### config.mk
export PLATFORM = sky130hd
export DESIGN_NAME = cnt_uart_tx
export DESIGN_NICKNAME = d
export VERILOG_FILES = /design/src/rtl/cnt_uart_tx_pkg.sv /design/src/rtl/cnt_uart_tx_fifo.sv /design/src/rtl/cnt_uart_tx_shifter.sv /design/src/rtl/cnt_uart_tx_ctrl.sv /design/src/rtl/cnt_uart_tx.sv
export SDC_FILE = /design/constraint.sdc
export NUM_CORES = 1
export LEC_CHECK = 0
export ABC_CLOCK_PERIOD_IN_PS = 2340
export BUFFER_PORTS_ARGS = -buffer_cell sky130_fd_sc_hd__buf_4
export CORE_MARGIN = 3
export CORE_UTILIZATION = 55
export DETAILED_ROUTE_END_ITERATION = 10
export GPL_TIMING_DRIVEN = 0
export MAX_ROUTING_LAYER = met4
export PLACE_DENSITY_LB_ADDON = 0.1
export SLEW_MARGIN = 10
export SYNTH_ARGS = -nofsm -noshare
export SYNTH_HDL_FRONTEND = slang
export SYNTH_SLANG_ARGS = --single-unit
### constraint.sdc
create_clock -name clk_i -period 2.34 [get_ports clk_i]
set_input_delay 0 -clock clk_i [delete_from_list [all_inputs] [get_ports clk_i]]
set_output_delay 0 -clock clk_i [all_outputs]
set_load 0.1 [all_outputs]
### src/rtl/cnt_uart_tx_pkg.sv
package cnt_uart_tx_pkg;
  localparam int unsigned FRAME_EXTRA = 2;  // start + stop

  typedef enum logic [0:0] {ST_IDLE = 1'b0, ST_SEND = 1'b1} sh_state_e;

  function automatic logic is_clr_ready(input logic [3:0] op_hi);
    return op_hi == 4'd3;
  endfunction

  function automatic logic is_reset_tx(input logic [3:0] op_lo);
    return op_lo == 4'd2;
  endfunction
endpackage

### src/rtl/cnt_uart_tx_fifo.sv
module cnt_uart_tx_fifo #(
  parameter int unsigned DATA_W = 8,
  parameter int unsigned DEPTH  = 4
) (
  input  logic              clk_i,
  input  logic              rst_ni,
  input  logic              push_i,
  input  logic [DATA_W-1:0] data_i,
  input  logic              pop_i,
  input  logic              flush_i,
  output logic [DATA_W-1:0] data_o,
  output logic              empty_o,
  output logic              full_o
);
  localparam int unsigned AW = (DEPTH > 1) ? $clog2(DEPTH) : 1;
  localparam int unsigned PW = AW + 1;

  logic [DATA_W-1:0] mem_q [DEPTH];
  logic [PW-1:0]     wr_q, rd_q;

  assign empty_o = (wr_q == rd_q);
  assign full_o  = (wr_q[AW-1:0] == rd_q[AW-1:0]) && (wr_q[AW] != rd_q[AW]);
  assign data_o  = mem_q[rd_q[AW-1:0]];

  always_ff @(posedge clk_i or negedge rst_ni) begin
    if (!rst_ni) begin
      wr_q <= '0;
      rd_q <= '0;
    end else if (flush_i) begin
      wr_q <= '0;
      rd_q <= '0;
    end else begin
      if (push_i) wr_q <= wr_q + PW'(1);
      if (pop_i)  rd_q <= rd_q + PW'(1);
    end
  end

  always_ff @(posedge clk_i) begin
    if (push_i && !flush_i) mem_q[wr_q[AW-1:0]] <= data_i;
  end

  initial begin
    depth_pow2_chk: assert ((DEPTH & (DEPTH - 1)) == 0 && DEPTH >= 2);
  end


  no_overflow_chk: assert property (@(posedge clk_i) disable iff (!rst_ni)
    full_o |-> !push_i);


  no_underflow_chk: assert property (@(posedge clk_i) disable iff (!rst_ni)
    empty_o |-> !pop_i);
endmodule

### src/rtl/cnt_uart_tx_shifter.sv
module cnt_uart_tx_shifter
  import cnt_uart_tx_pkg::*;
#(
  parameter int unsigned DATA_W = 8,
  parameter int unsigned OS     = 16
) (
  input  logic              clk_i,
  input  logic              rst_ni,
  input  logic              tick_i,
  input  logic              load_i,
  input  logic [DATA_W-1:0] data_i,
  input  logic              abort_i,
  output logic              busy_o,
  output logic              done_o,
  output logic              txd_o
);
  localparam int unsigned FRAME_BITS = DATA_W + FRAME_EXTRA;
  localparam int unsigned TW = (OS > 1) ? $clog2(OS) : 1;
  localparam int unsigned BW = $clog2(FRAME_BITS);

  sh_state_e         state_q;
  logic [DATA_W:0]   shreg_q;   // data bits then stop bit
  logic [TW-1:0]     tcnt_q;
  logic [BW-1:0]     bcnt_q;
  logic              line_q, done_q;
  logic              bit_end, last_bit;

  assign bit_end  = (state_q == ST_SEND) && tick_i && (tcnt_q == TW'(OS - 1));
  assign last_bit = (bcnt_q == BW'(FRAME_BITS - 1));

  always_ff @(posedge clk_i or negedge rst_ni) begin
    if (!rst_ni) begin
      state_q <= ST_IDLE;
      shreg_q <= '1;
      tcnt_q  <= '0;
      bcnt_q  <= '0;
      line_q  <= 1'b1;
      done_q  <= 1'b0;
    end else begin
      done_q <= 1'b0;
      if (abort_i) begin
        state_q <= ST_IDLE;
        tcnt_q  <= '0;
        bcnt_q  <= '0;
        line_q  <= 1'b1;
      end else if (state_q == ST_IDLE) begin
        if (load_i) begin
          state_q <= ST_SEND;
          shreg_q <= {1'b1, data_i};
          tcnt_q  <= '0;
          bcnt_q  <= '0;
          line_q  <= 1'b0;   // start bit
        end
      end else if (tick_i) begin
        if (bit_end) begin
          tcnt_q <= '0;
          if (last_bit) begin
            state_q <= ST_IDLE;
            line_q  <= 1'b1;
            done_q  <= 1'b1;
          end else begin
            line_q  <= shreg_q[0];
            shreg_q <= {1'b1, shreg_q[DATA_W:1]};
            bcnt_q  <= bcnt_q + BW'(1);
          end
        end else begin
          tcnt_q <= tcnt_q + TW'(1);
        end
      end
    end
  end

  assign busy_o = (state_q == ST_SEND);
  assign done_o = done_q;
  assign txd_o  = line_q;


  idle_high_chk: assert property (@(posedge clk_i) disable iff (!rst_ni)
    !busy_o |-> txd_o);


  start_low_chk: assert property (@(posedge clk_i) disable iff (!rst_ni)
    $rose(busy_o) |-> !txd_o);


  abort_idle_chk: assert property (@(posedge clk_i) disable iff (!rst_ni)
    abort_i |=> (!busy_o && txd_o && !done_o));
endmodule

### src/rtl/cnt_uart_tx_ctrl.sv
module cnt_uart_tx_ctrl #(
  parameter int unsigned CNT_W = 16
) (
  input  logic             clk_i,
  input  logic             rst_ni,
  input  logic             cnt_we_i,
  input  logic [CNT_W-1:0] cnt_wdata_i,
  input  logic             fifo_we_i,
  input  logic             fifo_full_i,
  input  logic             frame_done_i,
  input  logic             clr_ready_i,
  input  logic             reset_tx_i,
  output logic             push_o,
  output logic             ready_o
);
  logic [CNT_W-1:0] accept_q, send_q;
  logic             ready_q, ready_set;

  assign push_o    = fifo_we_i && !fifo_full_i && (accept_q != '0)
                     && !cnt_we_i && !reset_tx_i;
  assign ready_set = frame_done_i && (send_q == CNT_W'(1))
                     && !cnt_we_i && !reset_tx_i;

  always_ff @(posedge clk_i or negedge rst_ni) begin
    if (!rst_ni) begin
      accept_q <= '0;
      send_q   <= '0;
      ready_q  <= 1'b0;
    end else begin
      if (reset_tx_i) begin
        accept_q <= '0;
        send_q   <= '0;
      end else if (cnt_we_i) begin
        accept_q <= cnt_wdata_i;
        send_q   <= cnt_wdata_i;
      end else begin
        if (push_o) accept_q <= accept_q - CNT_W'(1);
        if (frame_done_i && send_q != '0) send_q <= send_q - CNT_W'(1);
      end
      if (ready_set)        ready_q <= 1'b1;
      else if (clr_ready_i) ready_q <= 1'b0;
    end
  end

  assign ready_o = ready_q;


  cnt_order_chk: assert property (@(posedge clk_i) disable iff (!rst_ni)
    accept_q <= send_q);


  ready_sticky_chk: assert property (@(posedge clk_i) disable iff (!rst_ni)
    (ready_o && !clr_ready_i) |=> ready_o);


  ready_clear_chk: assert property (@(posedge clk_i) disable iff (!rst_ni)
    (clr_ready_i && !frame_done_i) |=> !ready_o);
endmodule

### src/rtl/cnt_uart_tx.sv
module cnt_uart_tx
  import cnt_uart_tx_pkg::*;
#(
  parameter int unsigned DATA_W = 8,
  parameter int unsigned BUS_W  = 32,
  parameter int unsigned CNT_W  = 16,
  parameter int unsigned DEPTH  = 4,
  parameter int unsigned OS     = 16
) (
  input  logic             clk_i,
  input  logic             rst_ni,
  input  logic             tick_i,
  input  logic             cnt_we_i,
  input  logic [CNT_W-1:0] cnt_wdata_i,
  input  logic             fifo_we_i,
  input  logic [BUS_W-1:0] fifo_wdata_i,
  input  logic             cmd_we_i,
  input  logic [BUS_W-1:0] cmd_wdata_i,
  output logic [7:0]       status_o,
  output logic [7:0]       isr_o,
  output logic             txd_o
);
  logic              clr_ready, reset_tx, push, pop;
  logic              fifo_empty, fifo_full, busy, done, ready, tx_empty;
  logic [DATA_W-1:0] head;
  logic              unused_bits;

  assign unused_bits = ^{fifo_wdata_i[BUS_W-1:DATA_W], cmd_wdata_i[BUS_W-1:12],
                         cmd_wdata_i[3:0]};

  assign clr_ready = cmd_we_i && is_clr_ready(cmd_wdata_i[11:8]);
  assign reset_tx  = cmd_we_i && is_reset_tx(cmd_wdata_i[7:4]);
  assign pop       = !busy && !fifo_empty && !reset_tx;

  cnt_uart_tx_ctrl #(.CNT_W(CNT_W)) ctrl_i (
    .clk_i, .rst_ni,
    .cnt_we_i, .cnt_wdata_i, .fifo_we_i,
    .fifo_full_i (fifo_full),
    .frame_done_i(done),
    .clr_ready_i (clr_ready),
    .reset_tx_i  (reset_tx),
    .push_o      (push),
    .ready_o     (ready)
  );

  cnt_uart_tx_fifo #(.DATA_W(DATA_W), .DEPTH(DEPTH)) fifo_i (
    .clk_i, .rst_ni,
    .push_i (push),
    .data_i (fifo_wdata_i[DATA_W-1:0]),
    .pop_i  (pop),
    .flush_i(reset_tx),
    .data_o (head),
    .empty_o(fifo_empty),
    .full_o (fifo_full)
  );

  cnt_uart_tx_shifter #(.DATA_W(DATA_W), .OS(OS)) shift_i (
    .clk_i, .rst_ni, .tick_i,
    .load_i (pop),
    .data_i (head),
    .abort_i(reset_tx),
    .busy_o (busy),
    .done_o (done),
    .txd_o
  );

  assign tx_empty = fifo_empty && !busy;
  assign status_o = {4'b0, tx_empty, 3'b0};
  assign isr_o    = {ready, 7'b0};


  ready_needs_empty_chk: assert property (@(posedge clk_i) disable iff (!rst_ni)
    $rose(ready) |-> tx_empty);


  reset_flush_chk: assert property (@(posedge clk_i) disable iff (!rst_ni)
    reset_tx |=> (status_o[3] && !$rose(isr_o[7])));
endmodule

* After elaboration in Yosys (flattened, before gate mapping)
Memories as Yosys holds them, arrays and structs flattened.
Cells that the tools add are included.
** Storage, ports and cells
- Bits in registers :: 59
- Latch bits :: 0
- Memory bits (writable) :: 32
- Memory bits (read-only) :: 0
- Output and inout bits :: 17
- Memories kept :: 1
** Memories
- fifo_i.mem_q :: words 4, bits a word 8, rd ports 1, clocked after memory_dff 0, wr ports 1, line cnt_uart_tx_fifo.sv:18 : logic [DATA_W-1:0] mem_q [DEPTH];
** Cells by class
- $add $sub $neg :: 6
- Multipliers :: 0
- Div/mod/pow operators :: 0
- Magnitude comparators :: 0
- Equality and inequality tests :: 14
- Shift operators :: 0
- Mux-type cells :: 46
- Bitwise operators :: 1
- Reduce and logical (&&, ||, !) cells :: 35
** Operators by type and width (count)
- 2-to-1 mux 16 bit :: 6
- 2-to-1 mux 9 bit :: 5
- 2-to-1 mux 4 bit :: 10
- nonzero test 16 bit :: 2
- subtractor 16 x 1 -> 16 bit (second input constant) :: 2
- 2-to-1 mux 1 bit :: 21
- logical AND 1 bit :: 17
- == test 16 x 1 -> 1 bit (second input constant) :: 1
- 2-to-1 mux 3 bit :: 4
- inequality test 3 bit (second input constant) :: 3
- nonzero test 3 bit :: 3
- adder 4 x 1 -> 4 bit (second input constant) :: 2
- == test 4 x 2 -> 1 bit (second input constant) :: 2
- == test 4 bit (second input constant) :: 2
- nonzero test 2 bit :: 4
- adder 3 x 1 -> 3 bit (second input constant) :: 2
- inequality test 2 bit (second input constant) :: 3
- zero test 1 bit :: 5
- AND reduction 5 bit :: 1
- AND reduction 4 bit :: 1
- == test 3 bit :: 1
- AND reduction 3 bit :: 1
- == test 2 bit :: 1
- AND reduction 2 bit :: 1
- 2 further kinds :: 2

* Longest topological paths before layout
Gate-level depths: netlist of run 1.
- Depth in word-level cells :: 10
- Mapped depth :: 8
- Depth with buffers taken out :: 7

* Cells and area by module
Synthesis of run 1 repeated with hierarchy kept, for this count alone.
** Unflattened totals
- Cell total of the unflattened synthesis :: 444
- Area total of the unflattened synthesis :: 4962.3 sq um
** By module, submodules not included
- cnt_uart_tx_ctrl :: instances 1, cells an instance 244, area each 2160.8 sq um, seq. area each 825.8 sq um
- cnt_uart_tx_fifo :: instances 1, cells an instance 79, area each 1545.2 sq um, seq. area each 1111.1 sq um
- cnt_uart_tx_shifter :: instances 1, cells an instance 97, area each 1091.0 sq um, seq. area each 486.7 sq um
- cnt_uart_tx :: instances 1, cells an instance 24, area each 165.2 sq um, seq. area each 0.0 sq um

* Worst setup path before layout of run 1
No wires, ideal clock.
- Path kind :: register to register
- Start :: reg ctrl_i.send_q[0]
- End :: reg ctrl_i.send_q[4]
- Library setup time :: 0.127 ns
- Arrival :: 1.800 ns
- Setup slack :: 0.413 ns
- Stages on the path, launching flop included :: 9
- Path buffers :: 1
- Clock period less this slack :: 1.927 ns
- Cells stage by stage :: dfrtp_1 inv_1 ha_1 nor4b_4 nand4_2 and2_0 buf_2 a221oi_1 nor2b_1
** Between the ends
- Cells in the longest elaborated chain, start to end :: 4
- Elaborated cells on any way between the ends :: 7
** Ends and longest elaborated chain
- start: declaration :: line cnt_uart_tx_ctrl.sv:16 : logic [CNT_W-1:0] accept_q, send_q;
- start signal: assignment :: line cnt_uart_tx_ctrl.sv:35 : send_q <= cnt_wdata_i;
- start signal: assignment :: line cnt_uart_tx_ctrl.sv:38 : if (frame_done_i && send_q != '0) send_q <= send_q - CNT_W'(1);
- subtractor 16 x 1 -> 16 bit :: line cnt_uart_tx_ctrl.sv:38
- 2-to-1 mux 16 bit :: line cnt_uart_tx_ctrl.sv:38
- 2-to-1 mux 16 bit :: line cnt_uart_tx_ctrl.sv:33 : end else if (cnt_we_i) begin
- 2-to-1 mux 16 bit :: line cnt_uart_tx_ctrl.sv:30 : if (reset_tx_i) begin
Several ways; a longest one is shown, not always the timed one. The select of a mux whose other input is x is not followed.
A chain may end at the register's enable or synchronous reset.

* Final worst setup path of run 1
Same ends and word-level chain as after synthesis.

==> impl_metrics.json, run 1 <==
{
  "status": "finished clean",
  "grt_pass1_wl_um": 17900,
  "nets": 631,
  "drc": 0,
  "synthToLayoutAreaGrowth_pct": 18.3,
  "grt_antenna_before_repair": 0,
  "place_ws_ns": 0.0852,
  "skew_ns": 0.0194,
  "path_cells": "inv_1 > ha_1 > nor4b_4 > nand4_4 > and2_0 > buf_2 > a221oi_1 > nor2b_1",
  "ys_ff_latch": 90,
  "hp-class": "in2reg",
  "synth.most_common_cell": "dfrtp_1",
  "seq_area_frac_synth_pct": 49.6,
  "finalHoldViolCount": 0,
  "yosysTopAreaCell": "dfrtp_1",
  "cts_inserted_buffers": 9,
  "setup-tns-final_ns": 0,
  "core_area_mm2": 0.00842,
  "grt_pass1_vias": 3569,
  "viasPerCell": 5.80,
  "cts_max_level": 3,
  "gr-total-overflow": 0,
  "slew-limit-headroom_pct": 48.9,
  "synth_xor_area_share_pct": 5.74,
  "drt-initial-drc-count": 272,
  "synth_fa_ha_area_share_pct": 2.82,
  "crit_path_max_incr_delay_ns": 0.43,
  "initial_core_util_pct": 58.0,
  "clockBufferDepth": 2,
  "path_class": "reg2reg",
  "crit_slowest_cell": "dfrtp_1",
  "rsz0062_at_grt": "no",
  "path_clk_slew_ns": 0.10,
  "die_w_um": 100,
  "grt_usage_pct": 23.5,
  "die-height_um": 100,
  "synthArstFlopShare_pct": 64.4,
  "worstMarginPinSlew_ns": 0.767,
  "power_density_mw_per_mm2": 818,
  "yosys.area_share.simple_pct": 17.4,
  "clock-root-buffer": "clkbuf_8",
  "yosysWarningCount": 0,
  "finalSetupViolations": 0,
  "synth_mux_area_share_pct": 4.97,
  "drt_first_pass_iters": 5,
  "postRouteAntennaNets": 0,
  "utilization_pct": 68.6,
  "fin_ws_ns": 0.138,
  "crit_fanout": 8,
  "cp-end-kind": "flip-flop",
  "min_period_over_period_pct": 94.1,
  "cp-start-kind": "flip-flop",
  "io_pins": 103,
  "fillCellCount": 640,
  "worstPathArrival_ns": 2.46,
  "fin_area_mm2": 0.00578,
  "synth_top_family_by_area": "simple AND/OR/NAND/NOR gates",
  "max_cap_viol_count": 0,
  "synthFlopType": "dfrtp_1",
  "placed_area_mm2": 0.00536,
  "synth-compound-area-share_pct": 13.7,
  "synth_edf_count": 32,
  "avgSynthCellArea_um2": 10.8,
  "antenna_cells": 0,
  "required_ns": 2.60,
  "die_area_mm2": 0.0100,
  "synth_common_cells": "dfrtp_1, nand2_1, edfxtp_1",
  "grt_max_degree": 59,
  "leakagePower_uw": 0.00228,
  "drive_above_1_share_pct": 21.5,
  "gp_congestion": 0.892,
  "vias": 3732,
  "dp_hpwl_um": 7710,
  "cts_sinks": 90,
  "fin_crit_ns": 2.20,
  "worst_ir_drop_vdd_mv": 0.538,
  "fmax_mhz": 454,
  "wl_per_cell_um": 17.1,
  "clock_latency_ns": 0.38,
  "yosys.area.top_type_share_pct": 25.1,
  "slew_viol_final": 0,
  "num_rows": 33,
  "wl_um": 11000,
  "cts_tree": "built",
  "synth.cell_area_mm2": 0.00488,
  "synth_cell_types": 66,
  "port_buffers": 39,
  "yosys-top-cells-area": "dfrtp_1, edfxtp_1, dfstp_2, xnor2_1, ha_1",
  "syn_inst": 451
}
-- layout make-up --
type | instances | area, um^2 | area share, %
plain buffers | 40 | 235 | 4.07
clock buffers | 9 | 124 | 2.14
repair buffers | 59 | 490 | 8.49
well taps | 105 | 131 | 2.27
clock inverters | 7 | 76.3 | 1.32
inverters | 11 | 41.3 | 0.715
flip-flops and latches | 90 | 2420 | 42.0
multi-input cells | 323 | 2250 | 39.0
-- worst paths after layout --
check | startpoint | end | cells past startpoint | slack, ns
min in group asynchronous | rst_ni | ctrl_i.send_q[15] | 2 | 0.22
hold / removal | cnt_wdata_i[11] | ctrl_i.accept_q[11] | 3 | 0.01
setup / recovery | ctrl_i.send_q[0] | ctrl_i.send_q[4] | 8 | 0.14
max in group asynchronous | rst_ni | fifo_i.wr_q[1] | 2 | 1.60
hold reg to reg | shift_i.shreg_q[7] | shift_i.shreg_q[6] | 2 | 0.50
setup reg to reg | ctrl_i.send_q[0] | ctrl_i.send_q[4] | 8 | 0.14
-- cell families after synthesis --
logic type / Yosys count
AO/OA/AOI/OAI: 101
flip-flops: 90
XOR/XNOR: 29
adder cells (fa/ha/maj): 11
multiplexers: 12
buffers and inverters: 51
other: 1
AND/OR/NAND/NOR: 156
-- worst max-delay path, delay by kind of cell, from the launching register on --
| kind | cells | cell delay (ns) |
|---|---|---|
| adder cells (fa/ha/maj) | 1 | 0.23 |
| AND/OR/NAND/NOR | 4 | 0.86 |
| buffers and inverters | 2 | 0.23 |
| flip-flops | 1 | 0.43 |
| AO/OA/AOI/OAI | 1 | 0.33 |
-- per-layer routing --
layer,vias up,wire [um],global-route usage [%]
li1,1799,-,-
met1,1796,5250,34.1
met2,125,4950,34.1
met3,12,664,4.59
met4,0,145,6.11
met5,-,0,-
-- registers in the layout, indices dropped and copies added (netlist names) --
register         cells
shift_i.shreg_q      8
fifo_i.rd_q          3
shift_i.bcnt_q       4
fifo_i.wr_q          3
shift_i.txd_o        1
shift_i.busy_o       1
shift_i.done_o       1
fifo_i.mem_q        32
shift_i.tcnt_q       4
ctrl_i.accept_q     16
ctrl_i.send_q       16
ctrl_i.ready_o       1
-- through the flow --
| stage | cells | hold slack (ns) | total power, uW |
|---|---|---|---|
| after global routing | 644 | 0.0207 | 4990 |
| after detailed placement | 608 | 0.124 | 3600 |
| after global placement | 608 | 0.112 | 3550 |
| final | 644 | 0.0110 | 4720 |
| after CTS | 643 | 0.0000406 | 4720 |
| after floorplan | 464 | -0.296 | 3260 |
-- cells in the final DEF (no fill, tap or decap), types with 5 or more instances in the layout --
| master | instances |
|---|---|
| o21ai_0 | 18 |
| inv_1 | 10 |
| o21a_1 | 14 |
| nand4_1 | 9 |
| nor2_1 | 31 |
| a31oi_1 | 13 |
| xor2_1 | 9 |
| dfstp_2 | 9 |
| nand3_1 | 24 |
| ha_1 | 11 |
| conb_1 | 14 |
| dfrtp_1 | 49 |
| or3_1 | 7 |
| nor3_1 | 10 |
| dlygate4sd3_1 | 19 |
| nand2_1 | 35 |
| nor4_1 | 5 |
| buf_4 | 58 |
| edfxtp_1 | 32 |
| clkbuf_1 | 17 |
| a21boi_0 | 7 |
| xnor2_1 | 18 |
| clkbuf_8 | 9 |
| a21oi_1 | 25 |
-- report_power, final --
| group | leakage, uW | switching [uW] | internal (uW) |
|---|---|---|---|
| clock | 0.000103 | 667 | 432 |
| combinational | 0.00121 | 835 | 606 |
| sequential | 0.000969 | 239 | 1940 |
-- repair_timing --
item,CTS,global route
endpoints found under the hold margin,94,0
setup buffers,0,1
endpoints found under the setup margin,0,20
hold buffers,19,0
resized for setup,0,6
(Power assumes the default switching activity.)
==> run 2, diff against run 1 <==
--- a/config.mk
+++ b/config.mk
@@ -5,10 +5,10 @@
 export SDC_FILE = /design/constraint.sdc
 export NUM_CORES = 1
 export LEC_CHECK = 0
-export ABC_CLOCK_PERIOD_IN_PS = 2340
+export ABC_CLOCK_PERIOD_IN_PS = 1800
 export BUFFER_PORTS_ARGS = -buffer_cell sky130_fd_sc_hd__buf_4
 export CORE_MARGIN = 3
-export CORE_UTILIZATION = 55
+export CORE_UTILIZATION = 50
 export DETAILED_ROUTE_END_ITERATION = 10
 export GPL_TIMING_DRIVEN = 0
 export MAX_ROUTING_LAYER = met4
@@ -16,4 +16,5 @@
 export SLEW_MARGIN = 10
 export SYNTH_ARGS = -nofsm -noshare
 export SYNTH_HDL_FRONTEND = slang
+export SYNTH_HIERARCHICAL = 1
 export SYNTH_SLANG_ARGS = --single-unit
==> constraint.sdc (replaced) <==
create_clock -name clk_i -period 1.8 [get_ports clk_i]
set_input_delay 0 -clock clk_i [delete_from_list [all_inputs] [get_ports clk_i]]
set_output_delay 0 -clock clk_i [all_outputs]
set_load 0.1 [all_outputs]
==> run 2 against run 1 <==
Effect of this change: the run now ends with negative setup slack left; via count increased by 13%; non-clock buffer count increased by 56; clock skew decreased by 0.0037 ns; clock power increased by 29%; sequential share of layout area decreased by 7.0 points; first-iteration DRC count decreased by 20%; clock-buffer cell count unchanged.
==> impl_metrics.json, run 2 <==
{
  "leakagePower_uw": 0.00272,
  "viasPerCell": 5.89,
  "crit_cells": 4,
  "endpoint": "ctrl_i/accept_q[11]",
  "crit_path_max_incr_delay_ns": 0.53,
  "placed_area_mm2": 0.00563,
  "drt-initial-drc-count": 218,
  "wl_um": 13600,
  "path_clk_slew_ns": 0.11,
  "largest_register_ffs": 32,
  "syn_inst": 444,
  "cts_inserted_buffers": 9,
  "timing.rr.start": "ctrl_i/accept_q[4]",
  "fmax_mhz": 449,
  "skew_ns": 0.0156,
  "port_buffers": 40,
  "yosysTopAreaCell": "dfrtp_1",
  "die-height_um": 106,
  "required_ns": 2.07,
  "grt_antenna_before_repair": 0,
  "worst_ir_drop_vdd_mv": 0.656,
  "violations": "negative setup slack",
  "core_area_mm2": 0.00946,
  "num_rows": 35,
  "fin_crit_ns": 2.23,
  "gr-total-overflow": 0,
  "crit_family": "simple AND/OR/NAND/NOR gates",
  "rsz0062_at_grt": "yes",
  "worstPathArrival_ns": 2.50,
  "grt_pass1_vias": 4179,
  "place_ws_ns": -0.591,
  "crit_slowest_cell": "or4_4",
  "r2r_slack_ns": -0.43,
  "status": "complete, but fails checks",
  "cp-start-kind": "flip-flop",
  "clock-root-buffer": "clkbuf_8",
  "min_from": "cnt_wdata_i[8]",
  "path_class": "reg2reg",
  "cp-end-kind": "flip-flop",
  "dp_hpwl_um": 8260,
  "crit_fanout": 7,
  "synthToLayoutAreaGrowth_pct": 40.3,
  "min_period_over_period_pct": 124,
  "synth_cell_types": 64,
  "cts_max_level": 3,
  "clock_latency_ns": 0.37,
  "power_density_mw_per_mm2": 1100,
  "dp.cells": 626,
  "yosys.area.top_type_share_pct": 24.7,
  "wl_per_cell_um": 19.0,
  "total_power_uw": 7690,
  "regArea_mm2": 0.00243,
  "fillCellCount": 652,
  "synthFlopType": "dfrtp_1",
  "gp_congestion": 0.894,
  "drive_above_1_share_pct": 44.7,
  "seq_area_frac_synth_pct": 48.8,
  "layout.cells.non_filler": 718,
  "drt_first_pass_iters": 5,
  "final_common_cell": "buf_4",
  "initial_core_util_pct": 52.5,
  "slew-limit-headroom_pct": 42.6,
  "synth_edf_count": 32,
  "finalSetupViolations": 76,
  "finalHoldViolCount": 0,
  "synth.most_common_cell": "dfrtp_1",
  "synthArstFlopShare_pct": 64.4,
  "synth_common_cells": "dfrtp_1, edfxtp_1, nor2_1",
  "max_cap_viol_count": 0,
  "io_pins": 103,
  "r2r.worst_path.cells": 4,
  "fin_area_mm2": 0.00696,
  "cts_sinks": 90,
  "vias": 4230,
  "ys_ff_latch": 90,
  "final_cell_mix": "buf_4, dfrtp_1, edfxtp_1",
  "yosys-top-cells-area": "dfrtp_1, edfxtp_1, dfstp_2, mux4_2, mux2_2",
  "slew_viol_final": 0,
  "yosysWarningCount": 6,
  "grt_pass1_wl_um": 21700,
  "crit_start": "ctrl_i/accept_q[4]",
  "setup-tns-final_ns": -17.49,
  "multi_input_area_mm2": 0.00279,
  "postRouteAntennaNets": 0,
  "worstReg2RegEnd": "ctrl_i/accept_q[11]",
  "worstMarginPinSlew_ns": 0.854,
  "critPathBufInv": 0,
  "fin_ws_ns": -0.427,
  "antenna_cells": 0,
  "hp-class": "in2reg",
  "avgSynthCellArea_um2": 11.2,
  "path_cells": "or4_4 > or3_4 > or4_1 > a31oi_1",
  "die_area_mm2": 0.0112,
  "cts_tree": "built",
  "nets": 681,
  "drc": 0,
  "synth.cell_area_mm2": 0.00496,
  "clockBufferDepth": 2,
  "grt_max_degree": 59,
  "die_w_um": 106,
  "grt_usage_pct": 25.1
}
==> run 2: cell types whose count changed in the layout (fill, tap and decap cells not counted), moves of 13 or more <==
cell	change
buf_4	+39
nand2_1	-30
xnor2_1	-18
buf_6	+17
nand3_1	-14
a21oi_1	-13
o21a_1	-13
o31a_1	+13
==> run 2: worst reg2reg max path, stage by stage (launching register included) <==
cell     delay (ns)
dfrtp_2        0.42
or4_4          0.53
or3_4          0.45
or4_1          0.53
a31oi_1        0.22
==> run 2: how the worst min path moves through the flow <==
stage | endpoint | slack, ns | cells after the start
detailed placement | shift_i/bcnt_q[0] | 0.12 | 1
global placement | shift_i/bcnt_q[1] | 0.13 | 1
finish | ctrl_i/send_q[8] | 0.03 | 4
floorplan | ctrl_i/accept_q[0] | -0.30 | 0
global route | ctrl_i/send_q[15] | 0.03 | 3
CTS | ctrl_i/send_q[8] | 0.004 | 4
==> run 2: where the power goes <==
group	internal [uW]	switching, uW	total (uW)	leakage [uW]
Sequential	2610	401	3010	0.000952
Clock	556	867	1420	0.000103
Combinational	1670	1590	3260	0.00167
==> run 2: layout make-up <==
cell class	count	share of cell area, %
repair buffers	122	15.4
clock inverters	7	1.10
inverters	21	1.13
multi-input cells	307	40.1
well taps	129	2.32
plain buffers	33	3.20
clock buffers	9	1.78
flip-flops and latches	90	35.0
==> run 2: routing by layer <==
metal	routed length (um)	vias up	GRT usage, %
met3	599	19	4.23
met2	6680	119	38.9
met1	6120	2112	34.2
met5	0	-	-
li1	-	1980	-
met4	201	0	8.14
==> run 2: through the flow <==
step           hold slack (ns)  util (%)
6_report                0.0268      73.6
3_3_place_gp             0.128      59.5
4_1_cts                0.00369      70.0
2_1_floorplan           -0.296         -
3_5_place_dp             0.125      59.5
5_1_grt                 0.0307      73.6
==> run 2: logic make-up (layout without fill, tap and decap cells) <==
| kind of cell | Yosys count | count (layout) | share of synthesized area [%] |
|---|---|---|---|
| other | 1 | 14 | 0.0756 |
| buffers and inverters | 60 | 192 | 6.15 |
| DFF | 90 | 90 | 48.8 |
| xor gates and xnor gates | 5 | 5 | 0.883 |
| AOI/OAI and AO/OA | 99 | 99 | 15.1 |
| adders and majority gates | 11 | 11 | 2.77 |
| muxes | 26 | 26 | 7.64 |
| and+or+nand+nor | 152 | 152 | 18.6 |
==> run 2: what timing repair did <==
item | in CTS | in global routing
pin swaps | 29 | 37
gates resized for setup | 57 | 62
buffers inserted | 43 | 27
hold buffers | 20 | 0
hold endpoints to repair | 97 | 0
setup endpoints to repair | 87 | 88
==> run 3, diff against run 2 <==
--- a/config.mk
+++ b/config.mk
@@ -5,15 +5,16 @@
 export SDC_FILE = /design/constraint.sdc
 export NUM_CORES = 1
 export LEC_CHECK = 0
+export ABC_AREA = 1
 export ABC_CLOCK_PERIOD_IN_PS = 1800
 export BUFFER_PORTS_ARGS = -buffer_cell sky130_fd_sc_hd__buf_4
 export CORE_MARGIN = 3
-export CORE_UTILIZATION = 50
+export CORE_UTILIZATION = 51
 export DETAILED_ROUTE_END_ITERATION = 10
+export GPL_ROUTABILITY_DRIVEN = 0
 export GPL_TIMING_DRIVEN = 0
 export MAX_ROUTING_LAYER = met4
 export PLACE_DENSITY_LB_ADDON = 0.1
-export SLEW_MARGIN = 10
 export SYNTH_ARGS = -nofsm -noshare
 export SYNTH_HDL_FRONTEND = slang
 export SYNTH_HIERARCHICAL = 1
==> run 3 against run 2 <==
Effect of this change: critical path type unchanged; power grew 7.4%; synthesized cell count increased by 64%; sequential share of layout area increased by 0.069 points; clock skew fell by 0.0065 ns; combinational power up 21%; non-clock buffer count decreased by 37; hold slack worse by 0.012 ns; the run still ends with negative setup slack left; worst setup slack gained 0.24 ns.
==> impl_metrics.json, run 3 <==
{
  "num_rows": 37,
  "final_cell_mix": "nand2_1, nand3_1, buf_4",
  "cp-end-kind": "flip-flop",
  "leakagePower_uw": 0.00333,
  "die_area_mm2": 0.0121,
  "initial_core_util_pct": 52.8,
  "io_pins": 103,
  "grt_pass1_wl_um": 22000,
  "hp-class": "in2reg",
  "fin_crit_ns": 1.99,
  "cts_tree": "built",
  "core_area_mm2": 0.0104,
  "cp-start-kind": "flip-flop",
  "fmax_mhz": 502,
  "wl_met3_um": 818,
  "fin_area_mm2": 0.00692,
  "min_period_over_period_pct": 111,
  "ys_ff_latch": 90,
  "synth.cell_area_mm2": 0.00550,
  "worst_ir_drop_vdd_mv": 0.737,
  "avgSynthCellArea_um2": 7.56,
  "max_cap_viol_count": 0,
  "yosys-top-cells-area": "dfrtp_1, edfxtp_1, nand2_1, nand3_1, inv_1",
  "seq_area_frac_synth_pct": 44.1,
  "viasPerCell": 5.15,
  "grt_max_degree": 59,
  "grt_pass1_vias": 4754,
  "clock_latency_ns": 0.36,
  "dr_wl_met2_um": 6820,
  "synthToLayoutAreaGrowth_pct": 26.0,
  "vias": 5027,
  "finalHoldViolCount": 0,
  "top_layer_used": "met4",
  "drive_above_1_share_pct": 23.9,
  "gr-total-overflow": 0,
  "skew_ns": 0.00915,
  "yosysWarningCount": 6,
  "layout.cells.non_filler": 977,
  "synthFlopType": "dfrtp_1",
  "port_buffers": 40,
  "cts_inserted_buffers": 9,
  "worstMarginPinSlew_ns": 0.765,
  "cts_max_level": 3,
  "grt_antenna_before_repair": 0,
  "path_class": "reg2reg",
  "path_clk_slew_ns": 0.10,
  "final_common_cell": "nand2_1",
  "setup-tns-final_ns": -8.05,
  "clock-root-buffer": "clkbuf_8",
  "wl_um": 14000,
  "synth_common_cells": "nand2_1, nand3_1, inv_1",
  "power_density_mw_per_mm2": 1190,
  "place_ws_ns": -0.628,
  "antenna_cells": 0,
  "status": "complete, but fails checks",
  "finalSetupViolations": 62,
  "synth.most_common_cell": "nand2_1",
  "die_w_um": 110,
  "synthArstFlopShare_pct": 64.4,
  "syn_inst": 727,
  "worstPathArrival_ns": 2.30,
  "fin_ws_ns": -0.192,
  "required_ns": 2.11,
  "dp.cells": 916,
  "largest_register_ffs": 32,
  "violations": "negative setup slack",
  "dp_hpwl_um": 9310,
  "r2r_slack_ns": -0.19,
  "rsz0062_at_grt": "yes",
  "grt_usage_pct": 24.0,
  "die-height_um": 110,
  "synth_edf_count": 32,
  "yosysTopAreaCell": "dfrtp_1",
  "drc": 0,
  "placed_area_mm2": 0.00606,
  "drt-initial-drc-count": 348,
  "cts_sinks": 90,
  "drt_first_pass_iters": 5,
  "hold_depth": 5,
  "r2r.worst_path.cells": 14,
  "wl_per_cell_um": 14.3,
  "yosys.area.top_type_share_pct": 22.3,
  "utilization_pct": 66.5,
  "synth_cell_types": 38,
  "crit_fanout": 8,
  "nets": 933,
  "slew-limit-headroom_pct": 49.0,
  "wl_met1_um": 5830,
  "slew_viol_final": 0,
  "clockBufferDepth": 2,
  "postRouteAntennaNets": 0
}
## run 3: worst max-delay path: stages, from the launching register on
cell     delay [ns]
dfrtp_1        0.40
buf_6          0.14
buf_8          0.12
nand2_2        0.07
nand2_2        0.07
nand2_4        0.08
nor2_4         0.04
or2_0          0.23
nor2_2         0.12
inv_2          0.06
nand2_4        0.10
nand2_4        0.06
a21oi_4        0.25
nand3_2        0.13
nand2_2        0.07
## run 3: area by class of cell
cell class	count	area [um^2]
plain buffers	33	272
repair buffers	85	776
clock inverters	7	61.3
clock buffers	9	124
inverters	75	309
fillers	865	3490
multi-input cells	542	2780
well taps	136	170
flip-flops and latches	90	2430
## run 3: cell families after synthesis
group | count (synthesis) | share of synthesized area (%)
AOI/OAI and AO/OA | 52 | 5.49
and+or+nand+nor | 458 | 36.9
adders and majority gates | 11 | 2.50
DFF | 90 | 44.1
other | 1 | 0.0682
buffers and inverters | 108 | 9.81
xor gates and xnor gates | 7 | 1.12
## run 3: worst paths after layout
| kind | endpoint | from |
|---|---|---|
| worst max-delay path | shift_i/shreg_q[5] | fifo_i/rd_q[0] |
| worst min-delay path | ctrl_i/send_q[9] | cnt_wdata_i[9] |
| worst max register to register | shift_i/shreg_q[5] | fifo_i/rd_q[0] |
| worst min register to register | shift_i/txd_o | shift_i/txd_o |
| max in group asynchronous | fifo_i/wr_q[1] | rst_ni |
| min in group asynchronous | ctrl_i/accept_q[11] | rst_ni |
## run 3: timing repair
action,4_1_cts,5_1_grt
setup endpoints to repair,81,87
hold endpoints to repair,84,0
gates cloned,1,2
pin swaps,25,22
buffers inserted,13,17
resized for setup,28,37
hold buffers,12,0
## run 3: stage by stage
stage               hold slack [ns]  power [uW]
global route                 0.0218        8870
finish                       0.0150        8260
global placement              0.115        5990
CTS                         0.00357        7790
detailed placement            0.120        6120
floorplan                    -0.296        5350
## run 3: layer usage
layer | global-route usage (%) | vias to the layer above
li1 | - | 2508
met2 | 39.3 | 162
met1 | 28.9 | 2323
met4 | 11.9 | 0
met3 | 3.64 | 34
met5 | - | -
## run 3: report_power, final
| part | internal, uW | switching [uW] |
|---|---|---|
| clock | 529 | 797 |
| sequential | 2630 | 377 |
| combinational | 1560 | 2370 |
